## config.mk

```make
export PLATFORM = sky130hd
export DESIGN_NAME = ic_pair
export DESIGN_NICKNAME = d
export VERILOG_FILES = /design/src/rtl/ic_pkg.sv /design/src/rtl/ic_sync.sv /design/src/rtl/ic_src_sel.sv /design/src/rtl/ic_chan.sv /design/src/rtl/ic_pair.sv
export SDC_FILE = /design/constraint.sdc
export NUM_CORES = 1
export LEC_CHECK = 0
export BUFFER_PORTS_ARGS = -buffer_cell sky130_fd_sc_hd__clkbuf_2
export CORE_MARGIN = 5
export CORE_UTILIZATION = 50
export CTS_CLUSTER_SIZE = 40
export DETAILED_ROUTE_END_ITERATION = 12
export GPL_ROUTABILITY_DRIVEN = 0
export GPL_TIMING_DRIVEN = 0
export PLACE_DENSITY = 0.76
export SYNTH_ARGS = -nofsm -noshare
export SYNTH_HDL_FRONTEND = slang
export SYNTH_SLANG_ARGS = --single-unit
```

## constraint.sdc

```tcl
create_clock -name clk_i -period 4.15 [get_ports clk_i]
set_input_delay 0 -clock clk_i [delete_from_list [all_inputs] [get_ports clk_i]]
set_output_delay 0 -clock clk_i [all_outputs]
set_load 0.01 [all_outputs]
```

## src/rtl/ic_pkg.sv

```systemverilog
package ic_pkg;
  localparam int unsigned CW     = 16;
  localparam int unsigned SEL_W  = 5;
  localparam int unsigned CASC_B = 8;
  localparam int unsigned TMOD_B = 7;
  localparam int unsigned TST_B  = 6;

  typedef struct packed {
    logic             casc;
    logic             tmode;
    logic             tstat;
    logic [SEL_W-1:0] sel;
  } ic_ctrl_t;

  function automatic ic_ctrl_t ctrl_unpack(logic [CW-1:0] w);
    ic_ctrl_t c;
    c.casc  = w[CASC_B];
    c.tmode = w[TMOD_B];
    c.tstat = w[TST_B];
    c.sel   = w[SEL_W-1:0];
    return c;
  endfunction

  function automatic logic [CW-1:0] ctrl_pack(ic_ctrl_t c);
    logic [CW-1:0] w;
    w = '0;
    w[CASC_B]      = c.casc;
    w[TMOD_B]      = c.tmode;
    w[TST_B]       = c.tstat;
    w[SEL_W-1:0]   = c.sel;
    return w;
  endfunction
endpackage

```

## src/rtl/ic_sync.sv

```systemverilog
module ic_sync (
  input  logic clk_i,
  input  logic rst_ni,
  input  logic pin_i,
  output logic rise_o
);
  logic [2:0] sh_q;

  always_ff @(posedge clk_i or negedge rst_ni) begin
    if (!rst_ni) sh_q <= '0;
    else         sh_q <= {sh_q[1:0], pin_i};
  end

  assign rise_o = sh_q[1] & ~sh_q[2];
endmodule

```

## src/rtl/ic_src_sel.sv

```systemverilog
module ic_src_sel #(
  parameter int unsigned NSRC    = 32,
  parameter int unsigned SEL_W   = 5,
  parameter int unsigned SELF_ID = 0
) (
  input  logic             clk_i,
  input  logic             rst_ni,
  input  logic [NSRC-1:0]  src_i,
  input  logic [SEL_W-1:0] sel_i,
  output logic             act_o,
  output logic             rise_o
);
  logic prev_q;

  // self-selection reads as an idle source
  assign act_o  = (sel_i != SEL_W'(SELF_ID)) & src_i[sel_i];
  assign rise_o = act_o & ~prev_q;

  always_ff @(posedge clk_i or negedge rst_ni) begin
    if (!rst_ni) prev_q <= 1'b0;
    else         prev_q <= act_o;
  end
endmodule

```

## src/rtl/ic_chan.sv

```systemverilog
module ic_chan
  import ic_pkg::*;
#(
  parameter int unsigned TMR_W   = 16,
  parameter int unsigned NSRC    = 32,
  parameter int unsigned SELF_ID = 0
) (
  input  logic             clk_i,
  input  logic             rst_ni,
  input  logic             wr_en_i,
  input  ic_ctrl_t         wr_ctrl_i,
  input  logic [NSRC-1:0]  src_i,
  input  logic             cap_pin_i,
  input  logic             slave_i,
  input  logic             m_clr_i,
  input  logic             m_inc_i,
  input  logic             m_cap_i,
  output ic_ctrl_t         ctrl_o,
  output logic [TMR_W-1:0] tmr_o,
  output logic             clr_o,
  output logic             rise_o,
  output logic [TMR_W-1:0] cap_o,
  output logic             evt_o
);
  ic_ctrl_t         ctrl_q;
  logic [TMR_W-1:0] tmr_q, cap_q;
  logic             evt_q;
  logic             src_act, src_rise, pin_rise;
  logic             own_hold, own_clr, hw_set;
  logic             t_clr, t_inc, take;

  ic_src_sel #(.NSRC(NSRC), .SEL_W(SEL_W), .SELF_ID(SELF_ID)) u_src (
    .clk_i  (clk_i),
    .rst_ni (rst_ni),
    .src_i  (src_i),
    .sel_i  (ctrl_q.sel),
    .act_o  (src_act),
    .rise_o (src_rise)
  );

  ic_sync u_pin (
    .clk_i  (clk_i),
    .rst_ni (rst_ni),
    .pin_i  (cap_pin_i),
    .rise_o (pin_rise)
  );

  assign own_hold = ctrl_q.tmode & ~ctrl_q.tstat;
  assign own_clr  = own_hold | (~ctrl_q.tmode & src_rise);
  assign hw_set   = ctrl_q.tmode & src_act & ~ctrl_q.tstat;

  assign t_clr = slave_i ? m_clr_i : own_clr;
  assign t_inc = slave_i ? m_inc_i : 1'b1;
  assign take  = slave_i ? m_cap_i : pin_rise;

  always_ff @(posedge clk_i or negedge rst_ni) begin
    if (!rst_ni) begin
      ctrl_q <= '0;
    end else if (wr_en_i) begin
      ctrl_q <= wr_ctrl_i;
    end else if (hw_set) begin
      ctrl_q.tstat <= 1'b1;
    end
  end

  always_ff @(posedge clk_i or negedge rst_ni) begin
    if (!rst_ni)    tmr_q <= '0;
    else if (t_clr) tmr_q <= '0;
    else if (t_inc) tmr_q <= tmr_q + 1'b1;
  end

  always_ff @(posedge clk_i or negedge rst_ni) begin
    if (!rst_ni) begin
      cap_q <= '0;
      evt_q <= 1'b0;
    end else begin
      evt_q <= take;
      if (take) cap_q <= tmr_q;
    end
  end

  assign ctrl_o = ctrl_q;
  assign tmr_o  = tmr_q;
  assign clr_o  = own_clr;
  assign rise_o = pin_rise;
  assign cap_o  = cap_q;
  assign evt_o  = evt_q;
endmodule

```

## src/rtl/ic_pair.sv

```systemverilog
module ic_pair
  import ic_pkg::*;
#(
  parameter int unsigned TMR_W   = 16,
  parameter int unsigned NSRC    = 32,
  parameter int unsigned EVEN_ID = 30,
  parameter int unsigned ODD_ID  = 31
) (
  input  logic             clk_i,
  input  logic             rst_ni,
  input  logic             wr_en_i,
  input  logic             wr_ch_i,
  input  logic [CW-1:0]    wr_data_i,
  input  logic             rd_ch_i,
  output logic [CW-1:0]    rd_data_o,
  input  logic [NSRC-1:0]  src_i,
  input  logic [1:0]       cap_pin_i,
  output logic [TMR_W-1:0] cap_even_o,
  output logic [TMR_W-1:0] cap_odd_o,
  output logic [1:0]       cap_evt_o
);
  ic_ctrl_t         ctrl_s [2];
  logic [CW-1:0]    ctrl_w [2];
  logic [TMR_W-1:0] tmr_w  [2];
  logic [TMR_W-1:0] cap_w  [2];
  logic [1:0]       clr_w, rise_w, evt_w;
  logic             casc_on, carry;
  ic_ctrl_t         wr_ctrl;
  logic             unused_ok;

  assign wr_ctrl = ctrl_unpack(wr_data_i);
  assign casc_on = ctrl_s[0].casc & ctrl_s[1].casc;
  // high half advances when the low half wraps this edge
  assign carry   = ~clr_w[0] & (&tmr_w[0]);

  for (genvar g = 0; g < 2; g++) begin : g_ch
    localparam logic IDX = 1'(g);
    ic_chan #(
      .TMR_W   (TMR_W),
      .NSRC    (NSRC),
      .SELF_ID (g == 0 ? EVEN_ID : ODD_ID)
    ) u_ch (
      .clk_i     (clk_i),
      .rst_ni    (rst_ni),
      .wr_en_i   (wr_en_i & (wr_ch_i == IDX)),
      .wr_ctrl_i (wr_ctrl),
      .src_i     (src_i),
      .cap_pin_i (cap_pin_i[g]),
      .slave_i   (IDX & casc_on),
      .m_clr_i   (clr_w[0]),
      .m_inc_i   (carry),
      .m_cap_i   (rise_w[0]),
      .ctrl_o    (ctrl_s[g]),
      .tmr_o     (tmr_w[g]),
      .clr_o     (clr_w[g]),
      .rise_o    (rise_w[g]),
      .cap_o     (cap_w[g]),
      .evt_o     (evt_w[g])
    );
    assign ctrl_w[g] = ctrl_pack(ctrl_s[g]);
  end

  assign rd_data_o  = rd_ch_i ? ctrl_w[1] : ctrl_w[0];
  assign cap_even_o = cap_w[0];
  assign cap_odd_o  = cap_w[1];
  assign cap_evt_o  = evt_w;

  assign unused_ok = ^{wr_data_i[CW-1:CASC_B+1], wr_data_i[SEL_W], clr_w[1], rise_w[1]};
endmodule

```

Yosys cells after proc, flatten, opt, wreduce, memory -nomap -nowiden:

Index checks and enable logic that the tools add are counted.

* register bits after elaboration: 90
* output and inout bits: 50
* bits of input ports: 55
* word-level logic and storage cells: 73

* mux-type cells: 15
* reductions and logical operators: 4
* eq/ne operators: 2
* magnitude comparators: 2
* bitwise operators: 30
* $add $sub $neg: 2

Operator list (count)
* 16-bit two-way mux: 3
* 16-bit by 1-bit adder with 16-bit output, second input constant: 2
* 1-bit bitwise AND: 18
* 16-bit AND reduction: 1
* 5-bit by 6-bit < comparator with 1-bit output, second input constant: 2
* 1-bit binary-select mux with 5-bit select: 2
* 5-bit inequality test, second input constant: 2
* 1-bit inverter: 10
* 1-bit two-way mux: 9
* 9-bit two-way mux: 1
* 2-bit nonzero test: 3
* 1-bit bitwise OR: 2

Longest topological paths before layout:

* word-level depth: 11
* depth in mapped cells: 9
* depth with buffers taken out: 7

Cells and area by module:

A second synthesis with hierarchy kept.

* cells, all modules: 400
* area total of the unflattened synthesis: 4675.7 sq um

By module, submodules not included
* ic_chan: area each 1749.2 sq um, cells an instance 144, times used 2, sequential area each 1026.0 sq um
* ic_src_sel at g_ch[0].u_ch.u_src: area each 402.9 sq um, cells an instance 42, times used 1, sequential area each 25.0 sq um
* ic_src_sel at g_ch[1].u_ch.u_src: area each 372.9 sq um, cells an instance 35, times used 1, sequential area each 25.0 sq um
* ic_pair: area each 224.0 sq um, cells an instance 27, times used 1, sequential area each 0.0 sq um
* ic_sync: area each 88.8 sq um, cells an instance 4, times used 2, sequential area each 75.1 sq um

Least setup slack after synthesis:

Ideal clock, no wire load.

* path type: register to register
* from: register g_ch[1].u_ch.ctrl_q (netlist bit g_ch[1].u_ch.ctrl_o[1])
* to: register g_ch[1].u_ch.tmr_q[11]
* library setup time: 136 ps
* period minus slack after synthesis: 2172 ps
* required time: 4014 ps
* path buffers: 3
* path slack: 1978 ps
* cell stages (with the launch flop): 10
* arrival: 2036 ps
* cell sequence: dfrtp_1 -> buf_4 -> buf_6 -> mux2i_1 -> mux4_2 -> a22oi_1 -> a31oi_1 -> a41oi_2 -> buf_2 -> a21oi_1

* word-level cells in the longest chain between the ends: 8
* elaborated cells on any way between the ends: 10
* those cells by class: eq/ne: 1; mux: 4; bitwise: 4; reduce/logical: 1

Ends and longest elaborated chain
* start: declaration: line ic_chan.sv:25 `ic_ctrl_t ctrl_q;`
* start signal: assignment: line ic_chan.sv:60 `ctrl_q <= wr_ctrl_i;`
* 1-bit binary-select mux with 5-bit select: line ic_src_sel.sv:16 `assign act_o = (sel_i != SEL_W'(SELF_ID)) & src_i[sel_i];`
* 1-bit two-way mux (implied by the code): line ic_src_sel.sv:16
* 1-bit bitwise AND *: line ic_src_sel.sv:16
* 1-bit bitwise AND *: line ic_src_sel.sv:17 `assign rise_o = act_o & ~prev_q;`
* 1-bit bitwise AND *: line ic_chan.sv:49 `assign own_clr = own_hold | (~ctrl_q.tmode & src_rise);`
* 1-bit bitwise OR *: line ic_chan.sv:49
* 1-bit two-way mux *: line ic_chan.sv:52 `assign t_clr = slave_i ? m_clr_i : own_clr;`
* 16-bit two-way mux or 2-bit nonzero test (tied branches)
* end signal: assignment: line ic_chan.sv:69 `else if (t_inc) tmr_q <= tmr_q + 1'b1;`
* end: declaration: line ic_chan.sv:26 `logic [TMR_W-1:0] tmr_q, cap_q;`

Every way passes the cells marked *; elsewhere a longest branch is shown, timed or not. The select of a mux whose other input is x is not followed.
A chain may end at the register's enable or synchronous reset.

Final worst setup path:

* from: register g_ch[1].u_ch.ctrl_q (netlist bit g_ch[1].u_ch.ctrl_o[2])
* to: register g_ch[1].u_ch.tmr_q[15]

The elaborated chain is that of the path after synthesis.

==> results.sh <==
export IMPL_grt_antenna_before_repair=0
export IMPL_synthesis_instances=411
export IMPL_cp_slowest_stage_delay_ps=590
export IMPL_p_sw_w=0.000771
export IMPL_die_h_um=107
export IMPL_ys_seq_area_share_pct=47.8
export IMPL_slew_headroom_pct=24.4
export IMPL_clkPwrFrac_pct=27.7
export IMPL_maxCapViolations=0
export IMPL_final_hold_violation_count=0
export IMPL_dp_slack_ps=1480
export IMPL_fin_skew_ps=20.6
export IMPL_worst_path_buf_inv=2
export IMPL_grt_max_degree=51
export IMPL_tightest_slew_ps=1130
export IMPL_synth_area_um2=4710
export IMPL_setup_viol=0
export IMPL_first_pass_iters=4
export IMPL_route_detailed_drc=0
export IMPL_port_buffers=87
export IMPL_ant_nets=0
export IMPL_synthMuxAreaShare_pct=19.5
export IMPL_grt_first_pass_wirelength_um=17600
export IMPL_core_um2=9200
export IMPL_rsz0062_at_grt="false"
export IMPL_setup_ws_ps=1520
export IMPL_status="finished clean"
export IMPL_synth_seq_cells=90
export IMPL_worstHoldPathType="input port to register"
export IMPL_synth_compound_area_share_pct=10.5
export IMPL_cts_path_max_buffers=2
export IMPL_post_cts_buffers=0
export IMPL_power_w=0.00232
export IMPL_clk_pin_slew_ps=100
export IMPL_critical_path_slowest_cell="mux4_2"
export IMPL_routed_wl_um=10100
export IMPL_gr_total_overflow=0
export IMPL_ys_dominant_reg_cell="dfrtp_1"
export IMPL_combinationalPowerShare_pct=26.8
export IMPL_cp_arrival_ps=2860
export IMPL_cts_max_level=3
export IMPL_min_period_ps=2630
export IMPL_start_util_pct=51.2
export IMPL_setup_tns_ps=0
export IMPL_nets=585
export IMPL_grt_usage_pct=19.0
export IMPL_synth_xor_area_share_pct=2.60
export IMPL_first_iter_violations=178
export IMPL_numCtsBuffers=9
export IMPL_cp_end_kind="register"
export IMPL_yosysWarnings=0
export IMPL_swShare_pct=33.2
export IMPL_p_leak_nw=2.68
export IMPL_ir_drop_mv=0.179
export IMPL_cellInternalPower_w=0.00155
export IMPL_routedWlPerCell_um=15.7
export IMPL_synth_distinct_cells=55
export IMPL_cts_tree="built"
export IMPL_power_frac_seq_pct=45.6
export IMPL_grt_pass1_vias=3703
export IMPL_routed_via_density=5.57
export IMPL_critPathKind="register to register"
export IMPL_synthAdderAreaFrac_pct=0.531
export IMPL_synth_area_per_cell_um2=11.5
export IMPL_dieArea_um2=11500
export IMPL_timing_final_crit_share_pct=63.4
export IMPL_worst_ep_required_time_ps=4370
export IMPL_drive_gt1_share_pct=36.0
export IMPL_cts_root_buffer="clkbuf_8"
export IMPL_synth_top_family_by_area="multiplexers"
export IMPL_start_kind="register"
export IMPL_critical_path_top_delay_family="compound AO/OA/AOI/OAI gates"
export IMPL_powerDensity_nw_per_um2=410
export IMPL_synth_simple_area_share_pct=14.2
export IMPL_ios=105
export IMPL_clock_latency_ps=370
export IMPL_placementRows=35
export IMPL_worstPathCellList="clkbuf_1 > mux4_2 > a22oi_1 > a31oi_1 > a41oi_2 > buf_2 > a21oi_1"
export IMPL_drv_slew=0
export IMPL_area_growth_pct=20.4
export IMPL_dr_total_vias=3590
export IMPL_async_flop_share_pct=100
export IMPL_cts_sinks=90
export IMPL_die_w_um=107
export IMPL_fillers=761
export IMPL_crit_fanout=10
export IMPL_synth_edf_count=0
export IMPL_dpl_hpwl_um=7700
export IMPL_fmax_mhz=380
export IMPL_antenna_cells=0
[kinds of logic (layout without fill, tap and decap cells)]
kind of cell | after synthesis | count (layout)
XOR/XNOR | 14 | 14
adder cells (fa/ha/maj) | 2 | 2
AO/OA/AOI/OAI | 65 | 65
buffers and inverters | 41 | 156
multiplexers | 71 | 71
other | 1 | 8
AND/OR/NAND/NOR | 127 | 127
flip-flops | 90 | 90
[layout by cell type, fill, tap and decap left out, types with 4 or more instances in the layout]
cell	instances
clkbuf_8	9
inv_1	9
o21ai_0	9
a21o_1	4
o2111ai_1	4
nand2b_1	4
a21oi_1	16
and4_1	4
clkbuf_2	86
dlygate4sd3_1	11
nand2_1	19
mux2i_1	9
xor2_1	7
dfrtp_1	90
xnor2_1	7
mux2_2	50
conb_1	8
and3_1	9
nand3_1	25
buf_4	12
nor3_1	10
nand4_1	7
nor2_1	28
clkbuf_1	11
mux4_2	9
buf_2	5
nor2b_1	7
a31oi_1	7
[cells in the mapped netlist, types with 9 or more instances]
cell,instances,area share [%]
nor3_1,10,1.1
inv_1,9,0.72
o21ai_0,9,0.96
nand2_1,19,1.5
a21oi_1,16,1.7
and3_1,9,1.2
mux4_2,9,4.3
buf_4,12,1.9
mux2i_1,9,1.9
dfrtp_1,90,48
nor2_1,28,2.2
clkbuf_1,11,0.88
nand3_1,25,2.7
mux2_2,50,12
[flip-flops by register name (all words and copies together) (netlist names)]
register                flops
g_ch.u_ch.cap_o            32
g_ch.u_ch.evt_o             2
g_ch.u_ch.ctrl_o           16
g_ch.u_ch.u_pin.sh_q        6
g_ch.u_ch.tmr_o            32
g_ch.u_ch.u_src.prev_q      2
[power by group through the flow]
stage / logic, W / clock network (W) / registers (W)
floorplan: 0.000408 / 0 / 0.00107
global placement: 0.000598 / 0 / 0.00107
detailed placement: 0.000618 / 0 / 0.00108
CTS: 0.000627 / 0.000659 / 0.00106
global route: 0.000687 / 0.000700 / 0.00107
finish: 0.000623 / 0.000643 / 0.00106
[routing by layer]
layer | GRT usage (%) | part of all wire (%) | up-vias
met4 | 6.58 | 1.7 | 0
li1 | - | - | 1730
met5 | 0 | 0 | -
met2 | 30.7 | 48 | 118
met1 | 24.7 | 44 | 1727
met3 | 5.24 | 6.1 | 15
[worst reg2reg max path, delay by kind of cell, from the launching register on]
family	cells	cell delay, ps
AOI/OAI and AO/OA	4	870
buffers and inverters	2	700
muxes	1	600
DFF	1	330
[stage by stage]
step	util [%]	hold WS, ps	instances	instance area (um^2)
floorplan	-	-296	418	4740
global placement	57.8	108	616	5310
detailed placement	58.1	54.3	617	5340
CTS	61.7	5.98	644	5670
global route	61.7	4.41	644	5670
finish	61.7	22.3	644	5670
[path summary, 6_finish.rpt]
path | cells after the start | slack, ps | startpoint | to
min in group asynchronous | 2 | 160 | rst_ni | g_ch[0].u_ch.cap_o[8]
worst min-delay path | 3 | 20 | wr_ch_i | g_ch[0].u_ch.ctrl_o[0]
worst min register to register | 0 | 360 | g_ch[0].u_ch.u_pin.sh_q[0] | g_ch[0].u_ch.u_pin.sh_q[1]
max in group asynchronous | 3 | 3330 | rst_ni | g_ch[1].u_ch.cap_o[10]
worst max register to register | 7 | 1520 | g_ch[1].u_ch.ctrl_o[2] | g_ch[1].u_ch.tmr_o[15]
worst max-delay path | 7 | 1520 | g_ch[1].u_ch.ctrl_o[2] | g_ch[1].u_ch.tmr_o[15]
[layout make-up]
class                           instances  area (um^2)  area share, %
Buffer                                 32          194           3.42
Clock buffer                            9          124           2.18
Clock inverter                          7         95.1           1.68
Inverter                                9         33.8          0.596
Multi-Input combinational cell        287         2260           39.8
Sequential cell                        90         2250           39.7
Tap cell                              111          139           2.45
Timing Repair Buffer                   99          576           10.1
[timing repair]
action	in CTS	in global routing
resized for setup	0	0
hold buffers	11	0
hold endpoints to repair	58	0
No activity file was read; power rests on OpenSTA's default activity.
